==> config.mk <==
export PLATFORM = sky130hd
export DESIGN_NAME = narrow_reg_bridge
export DESIGN_NICKNAME = d
export VERILOG_FILES = /design/src/rtl/sdb_pkg.sv /design/src/rtl/sdb_lane_unit.sv /design/src/rtl/sdb_shadow_regs.sv /design/src/rtl/sdb_settle_timer.sv /design/src/rtl/narrow_reg_bridge.sv
export SDC_FILE = /design/constraint.sdc
export NUM_CORES = 1
export LEC_CHECK = 0
export BUFFER_PORTS_ARGS = -buffer_cell sky130_fd_sc_hd__buf_2
export CAP_MARGIN = 20
export CORE_ASPECT_RATIO = 1.75
export CORE_MARGIN = 8
export CORE_UTILIZATION = 55
export DETAILED_ROUTE_END_ITERATION = 12
export PLACE_DENSITY = 0.77
export SETUP_SLACK_MARGIN = 0.02
export SYNTH_ARGS = -nofsm -noshare
export SYNTH_HDL_FRONTEND = slang
export SYNTH_SLANG_ARGS = --single-unit
==> constraint.sdc <==
create_clock -name clk -period 10.5 [get_ports clk]
set_input_delay 1.05 -clock clk [delete_from_list [all_inputs] [get_ports clk]]
set_output_delay 1.05 -clock clk [all_outputs]
set_load 0.01 [all_outputs]
==> src/rtl/sdb_pkg.sv <==
package sdb_pkg;

  typedef enum logic [1:0] {
    SZ_BYTE = 2'd0,
    SZ_HALF = 2'd1,
    SZ_WORD = 2'd2
  } acc_size_e;

  typedef enum logic [2:0] {
    ST_IDLE,
    ST_RD,
    ST_WR,
    ST_BLK,
    ST_CMD,
    ST_SETTLE
  } seq_state_e;

  localparam int unsigned OFS_BLKSZ  = 32'h04;
  localparam int unsigned OFS_BLKCNT = 32'h06;
  localparam int unsigned OFS_MODE   = 32'h0C;
  localparam int unsigned OFS_CMD    = 32'h0E;

  localparam int unsigned SLOW_HZ_MAX  = 400000;
  localparam int unsigned GAP_BUDGET   = 4000000;

  function automatic logic [4:0] lane_shift(logic [1:0] lsb, logic [1:0] sz);
    logic [4:0] sh;
    sh = (sz == SZ_WORD) ? 5'd0 : {lsb, 3'b000};
    return sh;
  endfunction

  function automatic logic [31:0] lane_field(logic [1:0] sz);
    logic [31:0] f;
    case (sz)
      SZ_BYTE: f = 32'h0000_00FF;
      SZ_HALF: f = 32'h0000_FFFF;
      default: f = 32'hFFFF_FFFF;
    endcase
    return f;
  endfunction

  function automatic logic [31:0] lane_merge(logic [31:0] word, logic [1:0] lsb,
                                             logic [1:0] sz, logic [31:0] wdata);
    logic [31:0] m;
    logic [4:0]  sh;
    sh = lane_shift(lsb, sz);
    m  = lane_field(sz) << sh;
    return (word & ~m) | ((wdata << sh) & m);
  endfunction

endpackage

==> src/rtl/sdb_lane_unit.sv <==
module sdb_lane_unit
  import sdb_pkg::*;
(
  input  logic [31:0] word,
  input  logic [1:0]  lsb,
  input  logic [1:0]  sz,
  input  logic [31:0] wdata,
  output logic [31:0] extract,
  output logic [31:0] merged
);
  logic [4:0] sh;

  always_comb begin
    sh      = lane_shift(lsb, sz);
    extract = (word >> sh) & lane_field(sz);
    merged  = lane_merge(word, lsb, sz, wdata);
  end
endmodule

==> src/rtl/sdb_shadow_regs.sv <==
module sdb_shadow_regs
  import sdb_pkg::*;
(
  input  logic        clk,
  input  logic        rst,
  input  logic        blk_load,
  input  logic        blk_clear,
  input  logic        cmd_load,
  input  logic [1:0]  lsb,
  input  logic [15:0] half_val,
  output logic [31:0] blk_q,
  output logic [31:0] cmd_q,
  output logic [31:0] cmd_next
);
  logic [31:0] blk_next;

  always_comb begin
    blk_next = lane_merge(blk_q, lsb, SZ_HALF, {16'h0000, half_val});
    cmd_next = lane_merge(cmd_q, lsb, SZ_HALF, {16'h0000, half_val});
  end

  always_ff @(posedge clk) begin
    if (rst) begin
      blk_q <= '0;
      cmd_q <= '0;
    end else begin
      if (blk_clear)     blk_q <= '0;
      else if (blk_load) blk_q <= blk_next;
      if (cmd_load)      cmd_q <= cmd_next;
    end
  end

  // once the block word has gone downstream the shadow is empty
  assert_blk_cleared_R6: assert property (@(posedge clk) disable iff (rst)
    blk_clear |=> (blk_q == 32'h0));

  // a command-side load never disturbs the block shadow
  assert_cmd_load_keeps_blk_R5: assert property (@(posedge clk) disable iff (rst)
    (cmd_load && !blk_load && !blk_clear) |=> $stable(blk_q));
endmodule

==> src/rtl/sdb_settle_timer.sv <==
module sdb_settle_timer
  import sdb_pkg::*;
#(
  parameter int unsigned US_CYCLES = 200,
  parameter int unsigned FREQ_W    = 32
) (
  input  logic              clk,
  input  logic              rst,
  input  logic [FREQ_W-1:0] freq,
  input  logic              start,
  output logic              slow,
  output logic              busy,
  output logic              done
);
  localparam int unsigned CW    = (US_CYCLES > 1) ? $clog2(US_CYCLES) : 1;
  localparam int unsigned ACC_W = FREQ_W + 1;
  localparam logic [CW-1:0]    CYC_LAST = CW'(US_CYCLES - 1);
  localparam logic [ACC_W-1:0] BUDGET   = ACC_W'(GAP_BUDGET);

  logic [CW-1:0]    cyc;
  logic [ACC_W-1:0] acc;
  logic [ACC_W-1:0] acc_sum;
  logic             us_tick;

  always_comb begin
    slow    = (freq != '0) && (freq <= FREQ_W'(SLOW_HZ_MAX));
    us_tick = busy && (cyc == CYC_LAST);
    acc_sum = acc + ACC_W'(freq);
    done    = us_tick && (acc_sum >= BUDGET);
  end

  always_ff @(posedge clk) begin
    if (rst) begin
      busy <= 1'b0;
      cyc  <= '0;
      acc  <= '0;
    end else if (start && slow) begin
      busy <= 1'b1;
      cyc  <= '0;
      acc  <= '0;
    end else if (busy) begin
      if (us_tick) begin
        cyc <= '0;
        if (done) busy <= 1'b0;
        else      acc  <= acc_sum;
      end else begin
        cyc <= cyc + 1'b1;
      end
    end
  end

  // a gap is only ever opened for a slow card clock
  assert_gap_only_slow_R10: assert property (@(posedge clk) disable iff (rst)
    $rose(busy) |-> $past(slow));

  // the accumulated budget stays below the limit while waiting
  assert_acc_bounded_R10: assert property (@(posedge clk) disable iff (rst)
    busy |-> (acc < BUDGET));
endmodule

==> src/rtl/narrow_reg_bridge.sv <==
module narrow_reg_bridge
  import sdb_pkg::*;
#(
  parameter int unsigned AW        = 8,
  parameter int unsigned US_CYCLES = 200,
  parameter int unsigned FREQ_W    = 32
) (
  input  logic              clk,
  input  logic              rst,
  input  logic [FREQ_W-1:0] card_hz,
  input  logic              h_req,
  input  logic              h_we,
  input  logic [1:0]        h_size,
  input  logic [AW-1:0]     h_addr,
  input  logic [31:0]       h_wdata,
  output logic              h_ready,
  output logic              h_rvalid,
  output logic [31:0]       h_rdata,
  output logic              d_req,
  output logic              d_we,
  output logic [AW-1:0]     d_addr,
  output logic [31:0]       d_wdata,
  input  logic [31:0]       d_rdata,
  input  logic              d_ack
);
  localparam logic [AW-1:0] A_BLKSZ   = AW'(OFS_BLKSZ);
  localparam logic [AW-1:0] A_BLKCNT  = AW'(OFS_BLKCNT);
  localparam logic [AW-1:0] A_MODE    = AW'(OFS_MODE);
  localparam logic [AW-1:0] A_CMD     = AW'(OFS_CMD);
  localparam logic [AW-1:0] A_BLKWORD = {A_BLKSZ[AW-1:2], 2'b00};
  localparam logic [AW-1:0] A_CMDWORD = {A_CMD[AW-1:2], 2'b00};

  seq_state_e state;

  logic          op_we;
  logic [1:0]    op_size;
  logic [AW-1:0] op_addr;
  logic [31:0]   op_wdata;
  logic          resume_cmd;

  logic accept, ack, is_half;
  logic a_blk, a_mode, a_cmd;
  logic blk_load, cmd_load, blk_clear, wr_done, settle_start;

  logic [31:0] blk_q, cmd_q, cmd_next;
  logic [31:0] rd_extract, rd_merged;
  logic        slow, settle_busy, settle_done;

  always_comb begin
    accept       = h_ready && h_req;
    ack          = d_req && d_ack;
    is_half      = (h_size == SZ_HALF);
    a_blk        = (h_addr == A_BLKSZ) || (h_addr == A_BLKCNT);
    a_mode       = (h_addr == A_MODE);
    a_cmd        = (h_addr == A_CMD);
    blk_load     = accept && h_we && is_half && a_blk;
    cmd_load     = accept && h_we && is_half && (a_mode || a_cmd);
    blk_clear    = ack && (state == ST_BLK);
    wr_done      = ack && ((state == ST_WR) || (state == ST_CMD) || (state == ST_BLK));
    settle_start = wr_done && slow;
  end

  sdb_shadow_regs u_shadow (
    .clk       (clk),
    .rst       (rst),
    .blk_load  (blk_load),
    .blk_clear (blk_clear),
    .cmd_load  (cmd_load),
    .lsb       (h_addr[1:0]),
    .half_val  (h_wdata[15:0]),
    .blk_q     (blk_q),
    .cmd_q     (cmd_q),
    .cmd_next  (cmd_next)
  );

  sdb_lane_unit u_lane (
    .word    (d_rdata),
    .lsb     (op_addr[1:0]),
    .sz      (op_size),
    .wdata   (op_wdata),
    .extract (rd_extract),
    .merged  (rd_merged)
  );

  sdb_settle_timer #(
    .US_CYCLES (US_CYCLES),
    .FREQ_W    (FREQ_W)
  ) u_settle (
    .clk   (clk),
    .rst   (rst),
    .freq  (card_hz),
    .start (settle_start),
    .slow  (slow),
    .busy  (settle_busy),
    .done  (settle_done)
  );

  always_ff @(posedge clk) begin
    if (rst) begin
      state      <= ST_IDLE;
      h_ready    <= 1'b1;
      h_rvalid   <= 1'b0;
      h_rdata    <= '0;
      d_req      <= 1'b0;
      d_we       <= 1'b0;
      d_addr     <= '0;
      d_wdata    <= '0;
      op_we      <= 1'b0;
      op_size    <= '0;
      op_addr    <= '0;
      op_wdata   <= '0;
      resume_cmd <= 1'b0;
    end else begin
      h_rvalid <= 1'b0;
      case (state)
        ST_IDLE: begin
          if (accept) begin
            op_we    <= h_we;
            op_size  <= h_size;
            op_addr  <= h_addr;
            op_wdata <= h_wdata;
            if (!h_we) begin
              h_ready <= 1'b0;
              d_req   <= 1'b1;
              d_we    <= 1'b0;
              d_addr  <= {h_addr[AW-1:2], 2'b00};
              state   <= ST_RD;
            end else if (h_size == SZ_WORD) begin
              h_ready <= 1'b0;
              d_req   <= 1'b1;
              d_we    <= 1'b1;
              d_addr  <= {h_addr[AW-1:2], 2'b00};
              d_wdata <= h_wdata;
              state   <= ST_WR;
            end else if (is_half && (a_blk || a_mode)) begin
              state <= ST_IDLE;
            end else if (is_half && a_cmd) begin
              h_ready <= 1'b0;
              d_req   <= 1'b1;
              d_we    <= 1'b1;
              if (blk_q != 32'h0) begin
                d_addr  <= A_BLKWORD;
                d_wdata <= blk_q;
                state   <= ST_BLK;
              end else begin
                d_addr  <= A_CMDWORD;
                d_wdata <= cmd_next;
                state   <= ST_CMD;
              end
            end else begin
              h_ready <= 1'b0;
              d_req   <= 1'b1;
              d_we    <= 1'b0;
              d_addr  <= {h_addr[AW-1:2], 2'b00};
              state   <= ST_RD;
            end
          end
        end
        ST_RD: begin
          if (ack) begin
            if (!op_we) begin
              d_req    <= 1'b0;
              h_rdata  <= rd_extract;
              h_rvalid <= 1'b1;
              h_ready  <= 1'b1;
              state    <= ST_IDLE;
            end else begin
              d_we    <= 1'b1;
              d_wdata <= rd_merged;
              state   <= ST_WR;
            end
          end
        end
        ST_WR, ST_CMD: begin
          if (ack) begin
            d_req <= 1'b0;
            d_we  <= 1'b0;
            if (slow) begin
              resume_cmd <= 1'b0;
              state      <= ST_SETTLE;
            end else begin
              h_ready <= 1'b1;
              state   <= ST_IDLE;
            end
          end
        end
        ST_BLK: begin
          if (ack) begin
            if (slow) begin
              d_req      <= 1'b0;
              resume_cmd <= 1'b1;
              state      <= ST_SETTLE;
            end else begin
              d_addr  <= A_CMDWORD;
              d_wdata <= cmd_q;
              state   <= ST_CMD;
            end
          end
        end
        ST_SETTLE: begin
          if (settle_done) begin
            if (resume_cmd) begin
              d_req   <= 1'b1;
              d_we    <= 1'b1;
              d_addr  <= A_CMDWORD;
              d_wdata <= cmd_q;
              state   <= ST_CMD;
            end else begin
              h_ready <= 1'b1;
              state   <= ST_IDLE;
            end
          end
        end
        default: state <= ST_IDLE;
      endcase
    end
  end

  // the low address bits never reach the register file
  assert_aligned_R1: assert property (@(posedge clk) disable iff (rst)
    d_req |-> (d_addr[1:0] == 2'b00));

  // an idle host side means no downstream traffic
  assert_ready_quiet_R11: assert property (@(posedge clk) disable iff (rst)
    h_ready |-> !d_req);

  // a pending request holds address and direction until acknowledged
  assert_req_held_R11: assert property (@(posedge clk) disable iff (rst)
    (d_req && !d_ack) |=> (d_req && $stable(d_addr) && $stable(d_we)));

  // nothing is issued during the quiet gap
  assert_gap_quiet_R10: assert property (@(posedge clk) disable iff (rst)
    settle_busy |-> !d_req);

  // a block-size or block-count halfword produces no downstream request
  assert_blk_no_traffic_R4: assert property (@(posedge clk) disable iff (rst)
    blk_load |=> !d_req);
endmodule

==> out/qor.csv <==
metric;value;unit
start_util;56.0;%
p_leak;6.21;nW
whs;0.461;ns
power.total;2.70;mW
cts_buffers;23;
max-cap-violations;0;
cts_hold_buf;0;
synthCells;1828;
switchingPower;0.968;mW
fin_nets;2071;
clk_pin_slew_worst_paths;0.07;ns
hold_viol_final;0;
min-delay-start;op_wdata[28];
grt_pass1_wl;75.1;mm
die_w;134;um
fillers;2188;
ys_seq_area_share;33.0;%
synth.distinct_cells;80;
synth-seq-cells;221;
cts_setup_buffers;0;
track_usage;31.5;%
min_period;4.81;ns
grt-ovfl-total;0;
post_cts_resized;0;
place_congestion;1.01;
fin_setup_tns;0;ns
end_kind;flip-flop;
synth_xor_area_share;1.83;%
slew_viol_final;0;
cp-start-kind;input pin;
seqPwrFrac;36.9;%
synthSimpleGateAreaFrac;25.4;%
grt_pass1_vias;13700;
worstSetupStartpoint;card_hz[16];
synth_adder_area_share;3.42;%
yosysWarnings;0;
first_pass_iters;5;
cts.sinks;221;
finalWirelength;48.7;mm
peakVddDrop;0.149;mV
final_core_utilization;63.2;%
internal-power;1.73;mW
path_class;input pin to flip-flop;
placed_cells;2205;
die_area;29800;um^2
post-route-period-util;45.8;%
critPathMaxFanout;32;
synth_mux_area_share;6.51;%
cp.required;10.89;ns
multiInputGateArea;8350;um^2
worstPathArrival;5.20;ns
swShare;35.8;%
synth_edf_count;0;
drive_gt1_share;13.9;%
synth.area.top_cells;dfxtp_1 (33%), nor2_1 (7.5%), nand2_1 (7.3%);
rrSetupSlack;6.01;ns
yosysTopAreaCell;dfxtp_1;
synth_top_family_by_area;simple AND/OR/NAND/NOR gates;
stdcell_count;2248;
synth_top_area_share;33.0;%
io_buffers;184;
reg2reg_from;u_settle.acc[0];
syn2layout_area_growth;12.9;%
ys.flop_type;dfxtp_1;
io_pins;187;
clkPwrFrac;32.7;%
fin_skew;0.0123;ns
seqCellArea;4420;um^2
antenna_found_initial;0;
n_antenna_cell;0;
dp_hpwl;36.4;mm
p_per_area;179;nW/um^2
drc;0;
tightest_slew;1.04;ns
async_reset_ff_share;0;%
drtIter0Drc;1085;
layout_common_cells;nor2_1 (265), nand2_1 (261), dfxtp_1 (221);
synth_area;13400;um^2
wl_per_cell;21.7;um
layout_commonest_cell;nor2_1;
status;completed;
core_area;23900;um^2
syn_area_per_cell;7.33;um^2
cts-root-buf;clkbuf_16;
avgViaCountPerCell;6.33;
h-tree-depth;1;
hp-class;flip-flop to flip-flop;
relSlewSlack;30.4;%
max_freq;0.208;GHz
ctsLongestPathBuffers;3;
comb_power_share;30.4;%
vias;14200;
clock_latency;0.54;ns
die_h;222;um
fp-row-count;75;
finalSetupViolCount;0;
synth-compound-area-share;25.0;%
grt_setup_unrepaired;no;
grt_max_degree;81;
drt.antenna.violating_nets;0;
cts_tree;yes;
## power by group through the flow
| stage | combinational (mW) | sequential (mW) | clock [mW] |
|---|---|---|---|
| floorplan | 0.556 | 0.991 | 0 |
| finish | 0.821 | 0.997 | 0.884 |
| global route | 0.891 | 1.00 | 0.926 |
| global placement | 0.793 | 1.01 | 0 |
| detailed placement | 0.800 | 1.01 | 0 |
| CTS | 0.806 | 0.992 | 0.893 |
## worst paths after layout
| check | cells past startpoint | to |
|---|---|---|
| setup / recovery | 14 | d_wdata[7] |
| hold / removal | 2 | op_wdata[28] |
| setup reg to reg | 15 | d_wdata[7] |
| hold reg to reg | 2 | op_wdata[28] |
## Yosys cell counts (all sizes together), types with 19 or more instances
master  instances
nor2          266
nand2         262
dfxtp         221
a21oi         187
clkbuf        116
o21ai         116
mux2i          86
a211oi         73
nor3           57
nand3          42
ha             35
a22oi          27
and2           27
inv            24
and3           20
nand2b         19
nand4          19
nor4           19
## per-layer routing
metal | GRT usage [%] | vias to the layer above | wire (um)
li1 | - | 6715 | -
met5 | 0 | - | 0
met3 | 4.90 | 235 | 3420
met1 | 32.0 | 6585 | 16700
met4 | 25.3 | 0 | 4280
met2 | 55.8 | 692 | 24300
## critical path, stage by stage
cell,delay (ns)
buf_2,0.11
ha_1,0.39
a21oi_1,0.30
o21ai_0,0.23
a21oi_1,0.50
nand4_1,0.32
nand2_1,0.21
o21ai_0,0.14
xnor2_1,0.49
o21ai_1,0.38
o21ai_4,0.23
buf_4,0.49
mux2i_1,0.25
nor2_1,0.05
## metrics by stage
stage | area (um^2) | worst slack (ns)
6_report | 15100 | 5.69
4_1_cts | 15100 | 5.80
3_3_place_gp | 14300 | 5.34
2_1_floorplan | 13400 | 6.36
3_5_place_dp | 14300 | 5.26
5_1_grt | 15100 | 5.55
## cell type report
cell class,instances,share of cell area (%)
timing repair buffer,204,7.08
clock inverter,10,1.02
clock buffer,31,4.27
multi-input combinational,1449,55.2
tap,308,2.55
sequential,221,29.3
inverter,25,0.621
## cell families (layout without fill, tap and decap cells)
| logic type | Yosys count | count (layout) |
|---|---|---|
| multiplexers | 87 | 87 |
| flip-flops | 221 | 221 |
| AO/OA/AOI/OAI | 533 | 533 |
| buffers and inverters | 159 | 270 |
| other | 1 | 2 |
| XOR/XNOR | 28 | 28 |
| adder cells (fa/ha/maj) | 36 | 36 |
| AND/OR/NAND/NOR | 763 | 763 |
Power figures use the tool's default switching activity.
